--- src/rtl/mdio_pkg.sv ---
package mdio_pkg;

   typedef enum logic [1:0] {
      PH_IDLE = 2'd0,
      PH_PRE  = 2'd1,
      PH_CMD  = 2'd2,
      PH_TAIL = 2'd3
   } mdio_phase_e;

   localparam int SHIFT_W      = 32;
   localparam int RD_CMD_BITS  = 16;
   localparam int WR_CMD_BITS  = 32;
   localparam int RD_TAIL_BITS = 19;
   localparam int WR_TAIL_BITS = 2;
   localparam int DATA_W       = 16;
   localparam int ADDR_W       = 5;

   // Command word, left aligned so that bit 31 leaves first.
   function automatic logic [SHIFT_W-1:0] mdio_word(
      input logic              wr,
      input logic [ADDR_W-1:0] phy,
      input logic [ADDR_W-1:0] regad,
      input logic [DATA_W-1:0] wdat
   );
      if (wr)
         return {2'b01, 2'b01, phy, regad, 2'b10, wdat};
      else
         return {2'b11, 2'b01, 2'b10, phy, regad, 16'h0000};
   endfunction

endpackage

--- src/rtl/mdio_clk_div.sv ---
module mdio_clk_div #(
   parameter int HALF_DIV = 10
) (
   input  logic clk,
   input  logic rst_n,
   input  logic run,
   output logic mdc,
   output logic rise_tick,
   output logic fall_tick
);
   localparam int HW = (HALF_DIV > 1) ? $clog2(HALF_DIV + 1) : 1;

   logic mdc_q;
   logic at_end;

   generate
      if (HALF_DIV == 1) begin : g_fast
         assign at_end = 1'b1;
      end else begin : g_count
         localparam int CW = $clog2(HALF_DIV);
         logic [CW-1:0] cnt_q;
         always_ff @(posedge clk or negedge rst_n) begin
            if (!rst_n)
               cnt_q <= '0;
            else if (!run || at_end)
               cnt_q <= '0;
            else
               cnt_q <= cnt_q + 1'b1;
         end
         assign at_end = (cnt_q == CW'(HALF_DIV - 1));
      end
   endgenerate

   assign rise_tick = run & at_end & ~mdc_q;
   assign fall_tick = run & at_end &  mdc_q;

   always_ff @(posedge clk or negedge rst_n) begin
      if (!rst_n)
         mdc_q <= 1'b0;
      else if (!run)
         mdc_q <= 1'b0;
      else if (rise_tick || fall_tick)
         mdc_q <= ~mdc_q;
   end

   assign mdc = mdc_q;

   // Checker: measure each half period independently of the divider.
   logic [HW-1:0] hold_q;
   always_ff @(posedge clk or negedge rst_n) begin
      if (!rst_n)
         hold_q <= '0;
      else if (!run || (mdc_q != (rise_tick | mdc_q) ) || fall_tick)
         hold_q <= '0;
      else
         hold_q <= hold_q + 1'b1;
   end


   half_period_chk: assert property (@(posedge clk) disable iff (!rst_n)
      ($past(run) && !$stable(mdc_q)) |-> ($past(hold_q) == HW'(HALF_DIV - 1)));

endmodule

--- src/rtl/mdio_frame_seq.sv ---
module mdio_frame_seq
   import mdio_pkg::*;
#(
   parameter int PRE_CYCLES = 33,
   parameter int BW         = 6
) (
   input  logic              clk,
   input  logic              rst_n,
   input  logic              start,
   input  logic              start_wr,
   input  logic              fall_tick,
   output mdio_phase_e       phase,
   output logic              is_wr,
   output logic [BW-1:0]     bit_idx,
   output logic              last_fall,
   output logic              done
);
   mdio_phase_e   phase_q;
   logic          wr_q;
   logic [BW-1:0] bit_q;
   logic          done_q;
   int            last_bit;
   logic          phase_end;

   always_comb begin
      unique case (phase_q)
         PH_PRE:  last_bit = PRE_CYCLES - 1;
         PH_CMD:  last_bit = wr_q ? (WR_CMD_BITS - 1) : (RD_CMD_BITS - 1);
         PH_TAIL: last_bit = wr_q ? (WR_TAIL_BITS - 1) : (RD_TAIL_BITS - 1);
         default: last_bit = 0;
      endcase
   end

   assign phase_end = fall_tick && (int'(bit_q) == last_bit);
   assign last_fall = phase_end && (phase_q == PH_TAIL);

   always_ff @(posedge clk or negedge rst_n) begin
      if (!rst_n) begin
         phase_q <= PH_IDLE;
         wr_q    <= 1'b0;
         bit_q   <= '0;
         done_q  <= 1'b0;
      end else begin
         done_q <= 1'b0;
         if (phase_q == PH_IDLE) begin
            if (start) begin
               phase_q <= PH_PRE;
               wr_q    <= start_wr;
               bit_q   <= '0;
            end
         end else if (phase_end) begin
            bit_q <= '0;
            unique case (phase_q)
               PH_PRE:  phase_q <= PH_CMD;
               PH_CMD:  phase_q <= PH_TAIL;
               default: begin
                  phase_q <= PH_IDLE;
                  done_q  <= 1'b1;
               end
            endcase
         end else if (fall_tick) begin
            bit_q <= bit_q + 1'b1;
         end
      end
   end

   assign phase   = phase_q;
   assign is_wr   = wr_q;
   assign bit_idx = bit_q;
   assign done    = done_q;


   done_pulse_chk: assert property (@(posedge clk) disable iff (!rst_n)
      done_q |=> !done_q);

endmodule

--- src/rtl/mdio_shifter.sv ---
module mdio_shifter #(
   parameter int SW = 32,
   parameter int DW = 16
) (
   input  logic          clk,
   input  logic          rst_n,
   input  logic          load,
   input  logic [SW-1:0] load_word,
   input  logic          shift_en,
   input  logic          sample_en,
   input  logic          sin,
   output logic          sout,
   output logic [DW-1:0] captured
);
   logic [SW-1:0] out_q;
   logic [DW-1:0] in_q;

   always_ff @(posedge clk or negedge rst_n) begin
      if (!rst_n)
         out_q <= '0;
      else if (load)
         out_q <= load_word;
      else if (shift_en)
         out_q <= {out_q[SW-2:0], 1'b0};
   end

   always_ff @(posedge clk or negedge rst_n) begin
      if (!rst_n)
         in_q <= '0;
      else if (sample_en)
         in_q <= {in_q[DW-2:0], sin};
   end

   assign sout     = out_q[SW-1];
   assign captured = in_q;

endmodule

--- src/rtl/mdio_master.sv ---
module mdio_master
   import mdio_pkg::*;
#(
   parameter int SYS_CLK_HZ = 50_000_000,
   parameter int MDC_MAX_HZ = 2_500_000,
   parameter int HALF_DIV   = 10,
   parameter int PRE_CYCLES = 33
) (
   input  logic        clk,
   input  logic        rst_n,
   input  logic        req_valid,
   input  logic        req_write,
   input  logic [4:0]  req_phy,
   input  logic [4:0]  req_reg,
   input  logic [15:0] req_wdata,
   output logic        busy,
   output logic        done,
   output logic [15:0] rd_data,
   output logic        mdc,
   output logic        mdio_o,
   output logic        mdio_oe,
   input  logic        mdio_i
);
   localparam int MAXLEN = (PRE_CYCLES > SHIFT_W) ? PRE_CYCLES : SHIFT_W;
   localparam int BW     = $clog2(MAXLEN);

   generate
      if (HALF_DIV < 1) begin : g_bad_div
         $error("HALF_DIV must be at least 1");
      end
      if (longint'(2) * longint'(HALF_DIV) * longint'(MDC_MAX_HZ) < longint'(SYS_CLK_HZ)) begin : g_too_fast
         $error("HALF_DIV gives an mdc rate above MDC_MAX_HZ");
      end
      if (PRE_CYCLES < 32) begin : g_short_pre
         $error("PRE_CYCLES must be at least 32");
      end
   endgenerate

   mdio_phase_e   phase;
   logic          is_wr;
   logic [BW-1:0] bit_idx;
   logic          last_fall;
   logic          rise_tick;
   logic          fall_tick;
   logic          accept;
   logic          sout;
   logic [15:0]   captured;
   logic          sample_en;
   logic [15:0]   rd_q;

   assign busy   = (phase != PH_IDLE);
   assign accept = req_valid & ~busy;

   mdio_clk_div #(.HALF_DIV(HALF_DIV)) i_div (
      .clk       (clk),
      .rst_n     (rst_n),
      .run       (busy),
      .mdc       (mdc),
      .rise_tick (rise_tick),
      .fall_tick (fall_tick)
   );

   mdio_frame_seq #(.PRE_CYCLES(PRE_CYCLES), .BW(BW)) i_seq (
      .clk       (clk),
      .rst_n     (rst_n),
      .start     (accept),
      .start_wr  (req_write),
      .fall_tick (fall_tick),
      .phase     (phase),
      .is_wr     (is_wr),
      .bit_idx   (bit_idx),
      .last_fall (last_fall),
      .done      (done)
   );

   // Keep only samples 2..17 of the 19-cycle read tail: skip the last one.
   assign sample_en = rise_tick && (phase == PH_TAIL) && !is_wr &&
                      (int'(bit_idx) >= 2) && (int'(bit_idx) < RD_TAIL_BITS - 1);

   mdio_shifter #(.SW(SHIFT_W), .DW(DATA_W)) i_shift (
      .clk       (clk),
      .rst_n     (rst_n),
      .load      (accept),
      .load_word (mdio_word(req_write, req_phy, req_reg, req_wdata)),
      .shift_en  (fall_tick && (phase == PH_CMD)),
      .sample_en (sample_en),
      .sin       (mdio_i),
      .sout      (sout),
      .captured  (captured)
   );

   always_ff @(posedge clk or negedge rst_n) begin
      if (!rst_n)
         rd_q <= '0;
      else if (last_fall && !is_wr)
         rd_q <= captured;
   end

   assign rd_data = rd_q;
   assign mdio_o  = (phase == PH_CMD) ? sout : 1'b1;
   assign mdio_oe = (phase == PH_PRE) || (phase == PH_CMD);


   idle_quiet_chk: assert property (@(posedge clk) disable iff (!rst_n)
      !busy |-> (!mdc && !mdio_oe));


   edge_align_chk: assert property (@(posedge clk) disable iff (!rst_n)
      (busy && !$stable({mdio_o, mdio_oe})) |-> ($fell(mdc) || $rose(busy)));


   start_cause_chk: assert property (@(posedge clk) disable iff (!rst_n)
      $rose(busy) |-> $past(req_valid));


   done_end_chk: assert property (@(posedge clk) disable iff (!rst_n)
      done |-> (!busy && $past(busy) && $fell(mdc)));

endmodule

--- config.mk ---
export PLATFORM = sky130hd
export DESIGN_NAME = mdio_master
export DESIGN_NICKNAME = d
export VERILOG_FILES = /design/src/rtl/mdio_pkg.sv /design/src/rtl/mdio_clk_div.sv /design/src/rtl/mdio_frame_seq.sv /design/src/rtl/mdio_shifter.sv /design/src/rtl/mdio_master.sv
export SDC_FILE = /design/constraint.sdc
export NUM_CORES = 1
export LEC_CHECK = 0
export CORE_ASPECT_RATIO = 1.1
export CORE_MARGIN = 2
export CORE_UTILIZATION = 50
export CTS_CLUSTER_DIAMETER = 100
export DETAILED_ROUTE_END_ITERATION = 8
export PLACE_DENSITY_LB_ADDON = 0.08
export RECOVER_POWER = 25
export SYNTH_ARGS = -nofsm -noshare
export SYNTH_HDL_FRONTEND = slang
export SYNTH_HIERARCHICAL = 1
export SYNTH_SLANG_ARGS = --single-unit
--- constraint.sdc ---
create_clock -name clk -period 2.4 [get_ports clk]
set_input_delay 0.72 -clock clk [delete_from_list [all_inputs] [get_ports clk]]
set_output_delay 0.72 -clock clk [all_outputs]
set_load 0.005 [all_outputs]
==> impl_results.md, run 1 <==
- # fillers: 669
- Min-Delay Path Class: in -> async
- Clock Sinks: 79
- Met2 WL: 3607 um
- Post-route ant nets: 0
- Post-synth top area share: 47.39%
- H-tree depth: 3
- RSZ-0062 raised after global routing: yes
- Synth Register Bits: 79
- Post-synth EDFFs: 0
- Core Area: 7998 um^2
- Outcome: finished clean
- Initial antenna violation count: 0
- CP Data Arrival Time: 2.65 ns
- Tot Pwr: 2.418 mW
- Post-synthesis async set-or-reset flop share: 100.0%
- Slew margin rel.: 32.14%
- Startpoint type of the worst setup path: flip-flop
- Routed WL: 7571 um
- IO Count: 52
- TritonRoute pass-1 iters: 4
- Port Buffer Count: 51
- RePlAce Congestion: 0.7811
- Clk_lat worst skew: 0.36 ns
- Top-count cell post-synth: dfrtp_1
- Maxcap violations: 0
- Setup violators final: 0
- CP max FO: 8
- Avg Cell Area, Syn: 11.59 um^2
- Fin Hold WS: 0.4325 ns
- Chip Height: 99.80 um
- Max Freq: 417.7 MHz
- Gate Count Post-Synth: 360
- Metal3 WL: 269 um
- Top sig layer: met4
- Die W: 91.09 um
- Clock Pin Slew Worst Setup and Hold Paths: 0.10 ns
- Crit. End Element: flip-flop
- Initial Utilization: 52.16%
- Required time worst endpoint: 2.66 ns
- Synth top cells by count: dfrtp_1 (79), nand2_1 (43), mux2i_1 (33), o21ai_1 (28), mux2_2 (21)
- Multi-input gate area: 2086 um^2
- Sequential share of the synthesized area: 47.39%
- Max clock buf depth: 2
- Minimum clock period: 2.394 ns
- FF+latch area: 1978 um^2
- Clock skew: 0.01756 ns
- Num rows: 34
- Ant diodes: 0
- Setup CP Type: reg -> reg
- Worst slew pin tran: 1.018 ns
- Mapped Area: 4172 um^2
- Pwr/cell area: 465.8 nW/um^2
- CTS buffer count: 9
- Cell Count, Final, Fillers Out: 538
- Vias: 2777
- Pins Over Slew Limit: 0
- Yosys top cell by area: dfrtp_1
- Final Hold Vio Count: 0
- Max VDD drop: 0.0003426 V
- Routed WL per cell: 14.07 um
- Tot GR Track Use: 17.50%
- Main synth FF type: dfrtp_1
- Hold-fix buffers, CTS: 0
- Synth warn: 6
- Nets: 468
- Synth top area cells: dfrtp_1 (47%), mux2i_1 (7.9%), mux2_4 (7.2%)
- Vias per std cell: 5.162
- P_leak: 2.055 nW
- Vias in the first global route: 2661
- TritonCTS clock tree: done
- First-pass GRT wire length: 12930 um
- Post-layout util: 64.89%
- Period utilisation layout: 99.76%
- Final Cell Area: 5190 um^2
- Drt drc: 0
- Largest net degree at the start of global routing: 65
- GR Overflow Total: 0
- Root buf cell: clkbuf_8
- Wl on met1: 3579 um
- DIE AREA: 9091 um^2
- Placed wire-length estimate: 5084 um
- Synth-to-Final Area Change: 24.42%
- Fraction of layout instances using a drive strength above 1: 25.35%
- Initial DRC Count: 134
- Placed cells: 517
- Synth unique cells: 47
- DP Area: 4837 um^2
-- layout make-up --
class,instances,area share (%)
multi-input cells,252,40.19
flip-flops and latches,79,38.11
clock inverters,7,1.446
well taps,108,2.604
clock buffers,9,2.387
repair buffers,72,14.32
inverters,11,0.9402
-- cell usage in the layout, fill, tap and decap left out, types with 4 or more instances in the layout --
master	n
dfrtp_1	78
clkdlybuf4s50_1	47
nand2_1	43
mux2i_1	32
o21ai_1	28
mux2_4	26
and2_1	17
mux2_2	15
buf_4	13
inv_1	9
clkbuf_8	9
ha_1	8
nand3_1	8
o21ai_0	6
nor2_1	5
nand2b_1	4
inv_8	4
buf_12	4
-- cells by family (layout without fill, tap and decap cells) --
group / after synthesis / count (layout) / synth area share (%)
other cells: 2 / 3 / 0.1800
xor+xnor: 1 / 1 / 0.2100
flops: 79 / 79 / 47.39
fa+ha+maj: 12 / 12 / 3.599
simple gates: 107 / 107 / 13.53
compound gates: 54 / 54 / 8.578
mux: 75 / 75 / 21.06
buf+inv: 30 / 99 / 5.459
-- worst max-delay path, cell delays in order, from the launching register on --
cell and delay (ns):
dfrtp_2 0.42, buf_6 0.13, ha_4 0.15, or3_4 0.34
a21oi_4 0.17, nand3_4 0.10, nor2_4 0.10, and3_4 0.18
nor2b_4 0.21, clkbuf_16 0.20, mux2_4 0.30
-- final timing paths --
path | start | slack [ns] | cells past startpoint | end
setup / recovery | i_seq/phase[1] | 0.006 | 10 | rd_data[0]
hold reg to reg | i_div/g_count.cnt_q[0] | 0.50 | 1 | i_div/g_count.cnt_q[0]
hold / removal | rst_n | 0.43 | 1 | i_shift/captured[13]
min in group clk | i_div/g_count.cnt_q[0] | 0.50 | 1 | i_div/g_count.cnt_q[0]
max in group asynchronous | rst_n | 0.44 | 2 | i_shift/out_q[30]
setup reg to reg | i_seq/phase[1] | 0.006 | 10 | rd_data[0]
-- metrics by stage --
step	setup WS, ns	setup TNS [ns]
floorplan	-0.009693	-0.09693
global placement	0.1002	0
detailed placement	0.02837	0
CTS	-0.003654	-0.005310
global route	-0.07415	-0.9472
finish	0.005721	0
-- repair_timing --
action                                  CTS  global route
endpoints found under the setup margin    3            19
buffers inserted                          3             1
gates cloned                              0             1
pin swaps                                 0             3
resized for setup                         5            24
-- sequential cells by signal, indices dropped and copies added, names as in the netlist --
name,flops
rd_data,16
i_seq/is_wr,1
i_seq/done,1
i_div/mdc,1
i_div/g_count.cnt_q,4
i_shift/out_q,32
i_shift/captured,16
i_seq/phase,2
i_seq/bit_idx,6
-- per-layer routing --
| layer | vias to the layer above | GRT usage, % |
|---|---|---|
| met2 | 47 | 27.64 |
| met3 | 11 | 3.228 |
| met1 | 1337 | 24.13 |
| li1 | 1382 | - |
| met5 | - | 0 |
| met4 | 0 | 6.993 |
-- power by group --
group          switching, mW  leakage (nW)  total (mW)  internal, mW
Combinational         0.0459          1.03       0.108        0.0618
Clock                  0.567        0.0990       0.980         0.413
Sequential                 0         0.921        1.33          1.33
Total                  0.613          2.05        2.42          1.80
No activity file was read; power rests on OpenSTA's default activity.
==> run 2: changes to the inputs <==
CORE_UTILIZATION = 45   (was 50)
==> run 2 against run 1 <==
- die area up 11%
- sequential cell count unchanged
- utilization down 6.4 points
- sequential share of layout area down 0.22 points
- routed wire length rose by 2.7%
- non-clock buffer count increased by 3
- clock power shrank 2%
- clock skew is 0.0049 ns lower
- global-route usage is 1.3 points lower
- power down 0.73%
- register-to-register slack better by 0.03 ns
- highest routed layer unchanged
==> impl_results.md, run 2 (same netlist as run 1, synthesis figures left out) <==
- Num rows: 36 (was 34)
- Leading cell type in the layout, fill and taps excluded: dfrtp_1 (unchanged)
- H-tree depth: 3 (unchanged)
- GR Overflow Total: 0 (unchanged)
- Final Hold Vio Count: 0 (unchanged)
- IO Count: 52 (unchanged)
- Clock Pin Slew Worst Setup and Hold Paths: 0.09 ns (was 0.10 ns)
- TritonRoute pass-1 iters: 4 (unchanged)
- First-pass GRT wire length: 12930 um (unchanged)
- Outcome: finished clean (unchanged)
- RSZ-0062 raised after global routing: yes (unchanged)
- Slew margin rel.: 8.772% (was 32.14%)
- DP Area: 4860 um^2 (was 4837 um^2)
- Post-layout util: 58.53% (was 64.89%)
- CP Data Arrival Time: 2.60 ns (was 2.65 ns)
- Commonest non-fill, non-tap cells in the layout: dfrtp_1 (78), clkdlybuf4s50_1 (47), nand2_1 (43) (unchanged)
- Pwr/cell area: 459.8 nW/um^2 (was 465.8 nW/um^2)
- Initial antenna violation count: 0 (unchanged)
- Initial Utilization: 46.77% (was 52.16%)
- Setup WS pre-CTS: 0.03360 ns (was 0.02837 ns)
- Max clock buf depth: 2 (unchanged)
- Drt drc: 0 (unchanged)
- Hold path depth: 1
- Minimum clock period: 2.360 ns (was 2.394 ns)
- Tot GR Track Use: 16.18% (was 17.50%)
- Clock skew: 0.01264 ns (was 0.01756 ns)
- DIE AREA: 10060 um^2 (was 9091 um^2)
- Fraction of layout instances using a drive strength above 1: 25.23% (was 25.35%)
- Post-route setup slack: 0.03979 ns (was 0.005721 ns)
- Initial DRC Count: 105 (was 134)
- Root buf cell: clkbuf_8 (unchanged)
- RePlAce Congestion: 0.7634 (was 0.7811)
- # fillers: 767 (was 669)
- Die W: 95.80 um (was 91.09 um)
- Clock Sinks: 79 (unchanged)
- Max Freq: 423.7 MHz (was 417.7 MHz)
- Maxcap violations: 0 (unchanged)
- Core Area: 8919 um^2 (was 7998 um^2)
- Nets: 471 (was 468)
- Worst hold endpoint: i_div/g_count.cnt_q[0]
- Routed WL per cell: 14.24 um (was 14.07 um)
- Max FFs per register: 32 (unchanged)
- Ant diodes: 0 (unchanged)
- Synth-to-Final Area Change: 25.14% (was 24.42%)
- Worst Hold Launch: i_div/g_count.cnt_q[0]
- Largest net degree at the start of global routing: 65 (unchanged)
- Period utilisation layout: 98.34% (was 99.76%)
- Worst-case reg-to-reg path depth: 10 (unchanged)
- Required time worst endpoint: 2.64 ns (was 2.66 ns)
- Vias: 2807 (was 2777)
- Startpoint type of the worst setup path: flip-flop (unchanged)
- Reg2reg setup slack: 0.04 ns (was 0.006 ns)
- Vias per std cell: 5.141 (was 5.162)
- Clk_lat worst skew: 0.34 ns (was 0.36 ns)
- Setup TNS: 0 ns (unchanged)
- Placed wire-length estimate: 5254 um (was 5084 um)
- Tot Pwr: 2.400 mW (was 2.418 mW)
- Chip Height: 105.0 um (was 99.80 um)
- Min-Delay Path Class: reg -> reg (was in -> async)
- Post-route ant nets: 0 (unchanged)
- Vias in the first global route: 2784 (was 2661)
- Reg with most FFs: i_shift/out_q (unchanged)
- Final Cell Area: 5220 um^2 (was 5190 um^2)
- Worst slew pin tran: 1.368 ns (was 1.018 ns)
- CTS buffer count: 9 (unchanged)
- Setup violators final: 0 (unchanged)
- TritonCTS clock tree: done (unchanged)
- Pins Over Slew Limit: 0 (unchanged)
- Crit. End Element: flip-flop (unchanged)
- Routed WL: 7775 um (was 7571 um)
- Hold-fix buffers, CTS: 0 (unchanged)
- Port Buffer Count: 51 (unchanged)
- Reg-to-reg endpoint: rd_data[2] (was rd_data[0])
- FF-to-FF Start: i_seq/phase[1] (unchanged)
- CP max FO: 8 (unchanged)
- P_leak: 2.075 nW (was 2.055 nW)
- Max VDD drop: 0.0002461 V (was 0.0003426 V)
- Setup CP Type: reg -> reg (unchanged)
## run 2: layout make-up
type	count	area, um^2	share of cell area, %
Clock buffer	9	123.9	2.373
Clock inverter	6	62.56	1.198
Inverter	11	41.29	0.7910
Multi-Input combinational cell	252	2105	40.32
Sequential cell	79	1978	37.90
Tap cell	114	142.6	2.733
Timing Repair Buffer	75	767.0	14.69
## run 2: timing repair
item                                    4_1_cts  5_1_grt
setup buffers                                 3        2
endpoints found under the setup margin        3       18
pin swaps                                     0        4
gates resized for setup                       5       23
gates cloned                                  0        1
## run 2: worst max path at each step
stage                   startpoint     endpoint  slack (ns)
finish              i_seq/phase[1]   rd_data[2]        0.04
global route        i_seq/phase[0]   rd_data[2]       -0.04
CTS                 i_seq/phase[0]  rd_data[15]       -0.01
detailed placement  i_seq/phase[0]  rd_data[15]        0.03
global placement    i_seq/phase[0]   rd_data[8]         0.1
floorplan           i_seq/phase[0]   rd_data[0]       -0.01
## run 2: per-layer routing
metal	track usage (%)	part of all wire [%]	vias to the layer above
met3	2.956	3.2	8
li1	-	-	1385
met1	22.38	48	1367
met2	25.07	48	47
met5	0	0	-
met4	6.224	1.4	0
## run 2: worst max-delay path: stages, from the launching register on
cell and delay (ns):
dfrtp_2 0.41, buf_6 0.13, ha_4 0.15, or3_4 0.33, a21oi_4 0.17, nand3_4 0.09, nor2_4 0.09, and3_4 0.17
nor2b_4 0.20, clkbuf_16 0.20, mux2_4 0.30
## run 2: metrics by stage
stage               std cells  hold WS, ns
floorplan                 361       0.4244
global placement          525       0.4899
detailed placement        525       0.4965
CTS                       543       0.2734
global route              546       0.5359
finish                    546       0.5045
## run 2: power by group
group / internal (mW) / switching (mW) / leakage, nW
logic: 0.0631 / 0.0470 / 1.06
clock network: 0.473 / 0.487 / 0.0988
registers: 1.33 / 0 / 0.921
